<file path="src/rtl/msadc_pkg.sv">
package msadc_pkg;
   typedef enum logic [2:0] {
      PH_IDLE,
      PH_CHARGE,
      PH_HOLD,
      PH_DISCH,
      PH_WRITE
   } phase_t;
endpackage

</file>
<file path="src/rtl/msadc_accum.sv">
module msadc_accum #(
   parameter int ACC_W    = 16,
   parameter bit SATURATE = 1'b1
) (
   input  logic             clk,
   input  logic             rst_n,
   input  logic             clr_i,
   input  logic             load_i,
   input  logic [ACC_W-1:0] load_val_i,
   input  logic             step_i,
   input  logic             up_i,
   output logic [ACC_W-1:0] q_o
);
   localparam logic [ACC_W-1:0] MAXV = {1'b0, {(ACC_W-1){1'b1}}};
   localparam logic [ACC_W-1:0] MINV = {1'b1, {(ACC_W-1){1'b0}}};

   initial begin
      assert (ACC_W >= 4) else $error("accumulator too narrow");
   end

   logic [ACC_W-1:0] q_q;
   logic [ACC_W-1:0] stepped;

   generate
      if (SATURATE) begin : g_sat
         always_comb begin
            if (up_i) stepped = (q_q == MAXV) ? q_q : q_q + 1'b1;
            else      stepped = (q_q == MINV) ? q_q : q_q - 1'b1;
         end

         AST_SAT_HIGH: assert property (@(posedge clk) disable iff (!rst_n)
            (step_i && up_i && !clr_i && !load_i && q_q == MAXV) |=> (q_q == MAXV));
         AST_SAT_LOW: assert property (@(posedge clk) disable iff (!rst_n)
            (step_i && !up_i && !clr_i && !load_i && q_q == MINV) |=> (q_q == MINV));
      end else begin : g_wrap
         always_comb stepped = up_i ? q_q + 1'b1 : q_q - 1'b1;
      end
   endgenerate

   always_ff @(posedge clk or negedge rst_n) begin
      if (!rst_n)      q_q <= '0;
      else if (clr_i)  q_q <= '0;
      else if (load_i) q_q <= load_val_i;
      else if (step_i) q_q <= stepped;
   end

   assign q_o = q_q;
endmodule

</file>
<file path="src/rtl/msadc_phase_ctrl.sv">
module msadc_phase_ctrl
   import msadc_pkg::*;
#(
   parameter int COEF_W   = 8,
   parameter int HOLD_CYC = 4,
   parameter int T2_MAX   = 4096
) (
   input  logic              clk,
   input  logic              rst_n,
   input  logic              start_i,
   input  logic [COEF_W-1:0] coef_mag_i,
   input  logic              coef_neg_i,
   input  logic              period_end_i,
   input  logic              comp_i,
   input  logic [COEF_W-1:0] chg_cnt_i,
   output phase_t            phase_o,
   output logic              clr_o,
   output logic              load_o,
   output logic              step_o,
   output logic              up_o,
   output logic              tout_o,
   output logic              wr_o,
   output logic              last_o,
   output logic              pol_o
);
   localparam int TMR_TOP = (HOLD_CYC > T2_MAX) ? HOLD_CYC : T2_MAX;
   localparam int TMR_W   = $clog2(TMR_TOP + 1);
   localparam logic [TMR_W-1:0] HOLD_END = TMR_W'(HOLD_CYC - 1);
   localparam logic [TMR_W-1:0] DIS_END  = TMR_W'(T2_MAX - 1);

   initial begin
      assert (HOLD_CYC >= 2) else $error("hold must span at least two clocks");
      assert (T2_MAX >= 2) else $error("discharge limit too small");
   end

   phase_t            ph_q;
   logic [TMR_W-1:0]  tmr_q;
   logic [COEF_W-1:0] mag_q;
   logic              neg_q, last_q, pol_q;
   logic              same;

   assign same = (comp_i == pol_q);

   always_ff @(posedge clk or negedge rst_n) begin
      if (!rst_n) begin
         ph_q   <= PH_IDLE;
         tmr_q  <= '0;
         mag_q  <= '0;
         neg_q  <= 1'b0;
         last_q <= 1'b0;
         pol_q  <= 1'b0;
      end else begin
         unique case (ph_q)
            PH_IDLE: if (start_i) begin
               mag_q  <= coef_mag_i;
               neg_q  <= coef_neg_i;
               last_q <= period_end_i;
               tmr_q  <= '0;
               ph_q   <= (coef_mag_i == '0) ? PH_HOLD : PH_CHARGE;
            end
            PH_CHARGE: if (chg_cnt_i == COEF_W'(mag_q - 1'b1)) begin
               ph_q  <= PH_HOLD;
               tmr_q <= '0;
            end
            PH_HOLD: begin
               if (tmr_q == HOLD_END) begin
                  pol_q <= comp_i;
                  tmr_q <= '0;
                  ph_q  <= (mag_q == '0) ? PH_WRITE : PH_DISCH;
               end else begin
                  tmr_q <= tmr_q + 1'b1;
               end
            end
            PH_DISCH: begin
               if (!same || tmr_q == DIS_END) ph_q <= PH_WRITE;
               else                          tmr_q <= tmr_q + 1'b1;
            end
            PH_WRITE: ph_q <= PH_IDLE;
            default:  ph_q <= PH_IDLE;
         endcase
      end
   end

   assign phase_o = ph_q;
   assign clr_o   = (ph_q == PH_IDLE) && start_i;
   assign load_o  = (ph_q == PH_HOLD) && (tmr_q == '0);
   assign step_o  = (ph_q == PH_CHARGE) || ((ph_q == PH_DISCH) && same);
   assign up_o    = (ph_q == PH_CHARGE) || (pol_q != neg_q);
   assign tout_o  = (ph_q == PH_DISCH) && same && (tmr_q == DIS_END);
   assign wr_o    = (ph_q == PH_WRITE);
   assign last_o  = last_q;
   assign pol_o   = pol_q;

   AST_DIS_BOUND: assert property (@(posedge clk) disable iff (!rst_n)
      (ph_q == PH_DISCH) |-> (tmr_q <= DIS_END));
   AST_BUSY_NO_RELOAD: assert property (@(posedge clk) disable iff (!rst_n)
      (ph_q != PH_IDLE && ph_q != PH_WRITE) |=> ($stable(mag_q) && $stable(neg_q) && $stable(last_q)));
   AST_HOLD_TO_DIS: assert property (@(posedge clk) disable iff (!rst_n)
      (ph_q == PH_CHARGE) |=> (ph_q == PH_CHARGE || ph_q == PH_HOLD));
endmodule

</file>
<file path="src/rtl/msadc_result.sv">
module msadc_result #(
   parameter int ACC_W = 16
) (
   input  logic             clk,
   input  logic             rst_n,
   input  logic             clr_i,
   input  logic             wr_i,
   input  logic             last_i,
   input  logic             tout_i,
   input  logic [ACC_W-1:0] acc_i,
   output logic [ACC_W-1:0] latch_o,
   output logic [ACC_W-1:0] result_o,
   output logic             valid_o,
   output logic             ovr_o
);
   logic [ACC_W-1:0] latch_q, res_q;
   logic             valid_q, ovr_q, fresh_q;

   always_ff @(posedge clk or negedge rst_n) begin
      if (!rst_n) begin
         latch_q <= '0;
         res_q   <= '0;
         valid_q <= 1'b0;
         ovr_q   <= 1'b0;
         fresh_q <= 1'b1;
      end else begin
         valid_q <= wr_i && last_i;
         if (wr_i) begin
            if (last_i) begin
               latch_q <= '0;
               res_q   <= acc_i;
               fresh_q <= 1'b1;
            end else begin
               latch_q <= acc_i;
            end
         end
         if (clr_i) begin
            fresh_q <= 1'b0;
            if (fresh_q) ovr_q <= 1'b0;
         end else if (tout_i) begin
            ovr_q <= 1'b1;
         end
      end
   end

   assign latch_o  = latch_q;
   assign result_o = res_q;
   assign valid_o  = valid_q;
   assign ovr_o    = ovr_q;

   AST_VALID_ONE: assert property (@(posedge clk) disable iff (!rst_n)
      valid_q |=> !valid_q);
   AST_LATCH_CLEAR: assert property (@(posedge clk) disable iff (!rst_n)
      valid_q |-> (latch_q == '0));
   AST_OVR_STICKY: assert property (@(posedge clk) disable iff (!rst_n)
      (ovr_q && !clr_i) |=> ovr_q);
endmodule

</file>
<file path="src/rtl/msadc_sequencer.sv">
module msadc_sequencer
   import msadc_pkg::*;
#(
   parameter int COEF_W   = 8,
   parameter int ACC_W    = 16,
   parameter int HOLD_CYC = 4,
   parameter int T2_MAX   = 4096,
   parameter bit SATURATE = 1'b1
) (
   input  logic              clk,
   input  logic              rst_n,
   input  logic              start_i,
   input  logic [COEF_W-1:0] coef_mag_i,
   input  logic              coef_neg_i,
   input  logic              period_end_i,
   input  logic              comp_i,
   output logic              sw_int_o,
   output logic              sw_refp_o,
   output logic              sw_refn_o,
   output logic              sw_rst_o,
   output logic              busy_o,
   output logic [ACC_W-1:0]  result_o,
   output logic              result_valid_o,
   output logic              overrange_o
);
   initial begin
      assert (COEF_W < ACC_W) else $error("coefficient must fit the counter");
   end

   phase_t           phase;
   logic             clr, load, step, up, tout, wr, last, pol;
   logic [ACC_W-1:0] acc, latch;

   msadc_phase_ctrl #(
      .COEF_W   (COEF_W),
      .HOLD_CYC (HOLD_CYC),
      .T2_MAX   (T2_MAX)
   ) u_ctrl (
      .clk          (clk),
      .rst_n        (rst_n),
      .start_i      (start_i),
      .coef_mag_i   (coef_mag_i),
      .coef_neg_i   (coef_neg_i),
      .period_end_i (period_end_i),
      .comp_i       (comp_i),
      .chg_cnt_i    (acc[COEF_W-1:0]),
      .phase_o      (phase),
      .clr_o        (clr),
      .load_o       (load),
      .step_o       (step),
      .up_o         (up),
      .tout_o       (tout),
      .wr_o         (wr),
      .last_o       (last),
      .pol_o        (pol)
   );

   msadc_accum #(
      .ACC_W    (ACC_W),
      .SATURATE (SATURATE)
   ) u_acc (
      .clk        (clk),
      .rst_n      (rst_n),
      .clr_i      (clr),
      .load_i     (load),
      .load_val_i (latch),
      .step_i     (step),
      .up_i       (up),
      .q_o        (acc)
   );

   msadc_result #(
      .ACC_W (ACC_W)
   ) u_res (
      .clk      (clk),
      .rst_n    (rst_n),
      .clr_i    (clr),
      .wr_i     (wr),
      .last_i   (last),
      .tout_i   (tout),
      .acc_i    (acc),
      .latch_o  (latch),
      .result_o (result_o),
      .valid_o  (result_valid_o),
      .ovr_o    (overrange_o)
   );

   assign sw_int_o  = (phase == PH_CHARGE);
   assign sw_refn_o = (phase == PH_DISCH) && pol;
   assign sw_refp_o = (phase == PH_DISCH) && !pol;
   assign sw_rst_o  = (phase == PH_IDLE) || (phase == PH_WRITE);
   assign busy_o    = (phase != PH_IDLE);

   AST_SW_EXCL: assert property (@(posedge clk) disable iff (!rst_n)
      $onehot0({sw_int_o, sw_refp_o, sw_refn_o, sw_rst_o}));
   AST_PRELOAD: assert property (@(posedge clk) disable iff (!rst_n)
      load |=> (acc == $past(latch)));
   AST_CHARGE_FROM_ZERO: assert property (@(posedge clk) disable iff (!rst_n)
      clr |=> (acc == '0));
endmodule

</file>
<file path="config.mk">
export PLATFORM = sky130hd
export DESIGN_NAME = msadc_sequencer
export DESIGN_NICKNAME = d
export VERILOG_FILES = /design/src/rtl/msadc_pkg.sv /design/src/rtl/msadc_accum.sv /design/src/rtl/msadc_phase_ctrl.sv /design/src/rtl/msadc_result.sv /design/src/rtl/msadc_sequencer.sv
export SDC_FILE = /design/constraint.sdc
export NUM_CORES = 1
export LEC_CHECK = 0
export ABC_AREA = 0
export ABC_CLOCK_PERIOD_IN_PS = 4350
export BUFFER_PORTS_ARGS = -buffer_cell sky130_fd_sc_hd__buf_2
export CELL_PAD_IN_SITES_DETAIL_PLACEMENT = 0
export CELL_PAD_IN_SITES_GLOBAL_PLACEMENT = 1
export CORE_UTILIZATION = 47
export DETAILED_ROUTE_END_ITERATION = 16
export PLACE_DENSITY = 0.85
export SLEW_MARGIN = 25
export SYNTH_ARGS = -nofsm -noshare
export SYNTH_HDL_FRONTEND = slang
export SYNTH_SLANG_ARGS = --single-unit
</file>
<file path="constraint.sdc">
create_clock -name clk -period 4.35 [get_ports clk]
set_input_delay 0.6525 -clock clk [delete_from_list [all_inputs] [get_ports clk]]
set_output_delay 0.6525 -clock clk [all_outputs]
set_load 0.05 [all_outputs]
</file>
==> results.toml <==
[routing]
post_drt_wl_per_cell_um = 16.7
drc_errors = 0
met1Wirelength_um = 5090
dr.max_layer_used = "met4"
vias = 3796
ant_nets = 0
wl_um = 10800
dr.pass1.iters = 5
dr.first_iter.drc_count = 137
wl_met3_um = 402
wl_met2_um = 5130
vias_per_cell = 5.90

[finish]
drive_gt1_frac = 0.189
nNetsFinal = 542
area_growth_pct = 11.3
num_antenna_cells = 0

[setup_path]
cp.arrival_ns = 3.93
cp_max_fo = 16
worstPathRequired_ns = 4.60
start_kind = "flop"
end_kind = "flop"
path_class = "reg2reg"

[die]
initial_core_util = 0.492
ios = 37
rows = 35
die_w_um = 101
dieHeight_um = 101
die-area_um2 = 10300
core_area_um2 = 9420

[place]
dp.final_hpwl_um = 7450
dp_slack_ns = 0.684
place.gp.congestion = 0.901
portBuffers = 36

[synthesis]
synth_top_area_frac = 0.416
yosysWarnings = 0
synth-main-ff-cell = "dfrtp_1"
synth_edf_count = 0
yosys-top-cells-area = "dfrtp_1 (42%), mux2_2 (6.8%), ha_1 (4.9%)"
syn_nets = 512
synthArstFlopShare = 1.00
syn_area_per_cell_um2 = 9.68
yosysUniqueCellTypes = 56
yosysMostFrequentCell = "dfrtp_1"
syn_area_um2 = 4630
synth_top_cells_by_count = "dfrtp_1 (77), nand2_1 (46), a21oi_1 (29), mux2_2 (28), nor2_1 (27)"
synthCells = 479
synth_top_cell_by_area = "dfrtp_1"
synth-seq-cells = 78
synth_seq_area_share = 0.421

[clock_network]
cts.sinks = 78
cts-root-buf = "clkbuf_8"
clk_pin_slew_ns = 0.09
cts_buffers = 9
clk_latency_ns = 0.36
cts_resized = 0
ctsHtreeMaxLevel = 3
cts_buffer_depth = 2
holdBufCountCts = 0
cts_tree = "built"
cts_setup_buffers = 0

[grt]
antenna_found_initial = 0
grt_pass1_vias = 3759
grt_pass1_wl_um = 18400
grt_remaining_overflow = 0
track_usage = 0.228
grt_max_degree = 79

[sta]
setup_slack_ns = 0.664
setup_tns_ns = 0
finalSetupViolCount = 0
finalCritPeriodShare = 0.847
maxSlewViolCount = 0
worst_slew_pin_slew_ns = 0.920
rsz0062_at_grt = "false"
skew_ns = 0.00967
fmax_mhz = 271
hold_violations = 0
finalCriticalPeriod_ns = 3.69
slew_headroom = 0.385

[run]
cap_violations = 0

[status]
status = "complete, no violations"

[min_path]
min_path_type = "in2async"
-- placed cells by master (no fill, tap or decap), types with 3 or more instances in the layout --
| master | count |
|---|---|
| dfrtp_1 | 77 |
| nand2_1 | 46 |
| buf_2 | 35 |
| a21oi_1 | 29 |
| mux2_2 | 28 |
| nor2_1 | 27 |
| o21ai_0 | 26 |
| nand2b_1 | 20 |
| nand3_1 | 19 |
| nor3_1 | 18 |
| ha_1 | 18 |
| xnor2_1 | 17 |
| and3_1 | 14 |
| a31oi_1 | 12 |
| nor4_1 | 11 |
| xor2_1 | 10 |
| a21o_1 | 10 |
| clkbuf_8 | 9 |
| inv_1 | 8 |
| nand4_1 | 6 |
| a221o_1 | 6 |
| o211ai_1 | 5 |
| or2_2 | 5 |
| a22o_1 | 4 |
| o2bb2ai_1 | 4 |
| bufinv_16 | 3 |
-- final timing paths --
| check | startpoint | endpoint | slack [ns] | cells past startpoint |
|---|---|---|---|---|
| min in group clk | u_res.latch_o[13] | u_res.latch_o[13] | 0.48 | 2 |
| setup / recovery | u_ctrl.phase_o[0] | u_acc.q_o[10] | 0.66 | 10 |
| max in group asynchronous | rst_n | u_acc.q_o[14] | 3.53 | 1 |
| hold / removal | rst_n | u_ctrl.mag_q[2] | 0.31 | 1 |
| hold reg to reg | u_res.latch_o[13] | u_res.latch_o[13] | 0.48 | 2 |
| setup reg to reg | u_ctrl.phase_o[0] | u_acc.q_o[10] | 0.66 | 10 |
-- per-stage QoR --
step	hold slack [ns]	cell area [um^2]	cells	util
floorplan	0.357	4630	479	-
global placement	0.461	4910	627	0.522
detailed placement	0.465	4910	627	0.522
CTS	0.483	5160	643	0.548
global route	0.372	5160	643	0.548
finish	0.310	5160	643	0.548
-- per-layer routing --
layer,track usage,vias up
met5,0,-
met1,0.300,1880
met4,0.0669,0
li1,-,1819
met2,0.389,85
met3,0.0373,12
-- worst max-delay path: stages (launching register included) --
cell and delay, ns:
dfrtp_1 0.61, nand2b_1 0.16, o21ai_1 0.35, inv_1 0.36
ha_1 0.52, and3_1 0.26, a221oi_4 0.36, o21ai_1 0.16
a2111oi_0 0.45, nor4_1 0.10, a221o_1 0.27
-- logic make-up after synthesis --
| family | share of synthesized area |
|---|---|
| AOI/OAI and AO/OA | 0.176 |
| xor gates and xnor gates | 0.0510 |
| adders and majority gates | 0.0529 |
| buffers and inverters | 0.0243 |
| DFF | 0.421 |
| muxes | 0.0726 |
| and+or+nand+nor | 0.201 |
-- registers in the layout, indices dropped and copies added, names as in the netlist --
| register | count |
|---|---|
| u_ctrl.pol_o | 1 |
| u_res.result_o | 16 |
| u_ctrl.neg_q | 1 |
| u_ctrl.phase_o | 3 |
| u_res.fresh_q | 1 |
| u_res.ovr_o | 1 |
| u_res.valid_o | 1 |
| u_acc.q_o | 16 |
| u_res.latch_o | 16 |
| u_ctrl.tmr_q | 13 |
| u_ctrl.last_o | 1 |
| u_ctrl.mag_q | 8 |
-- cell type report --
cell class	count	area (um^2)
clock buffers	9	124
clock inverters	7	121
fillers	830	4260
inverters	8	30.0
multi-input cells	374	2570
flip-flops and latches	78	1950
well taps	129	161
repair buffers	38	201
Power is left out: the tool's default activity adds up to more than one toggle a clock period on the data nets, which glitch-free logic cannot reach.
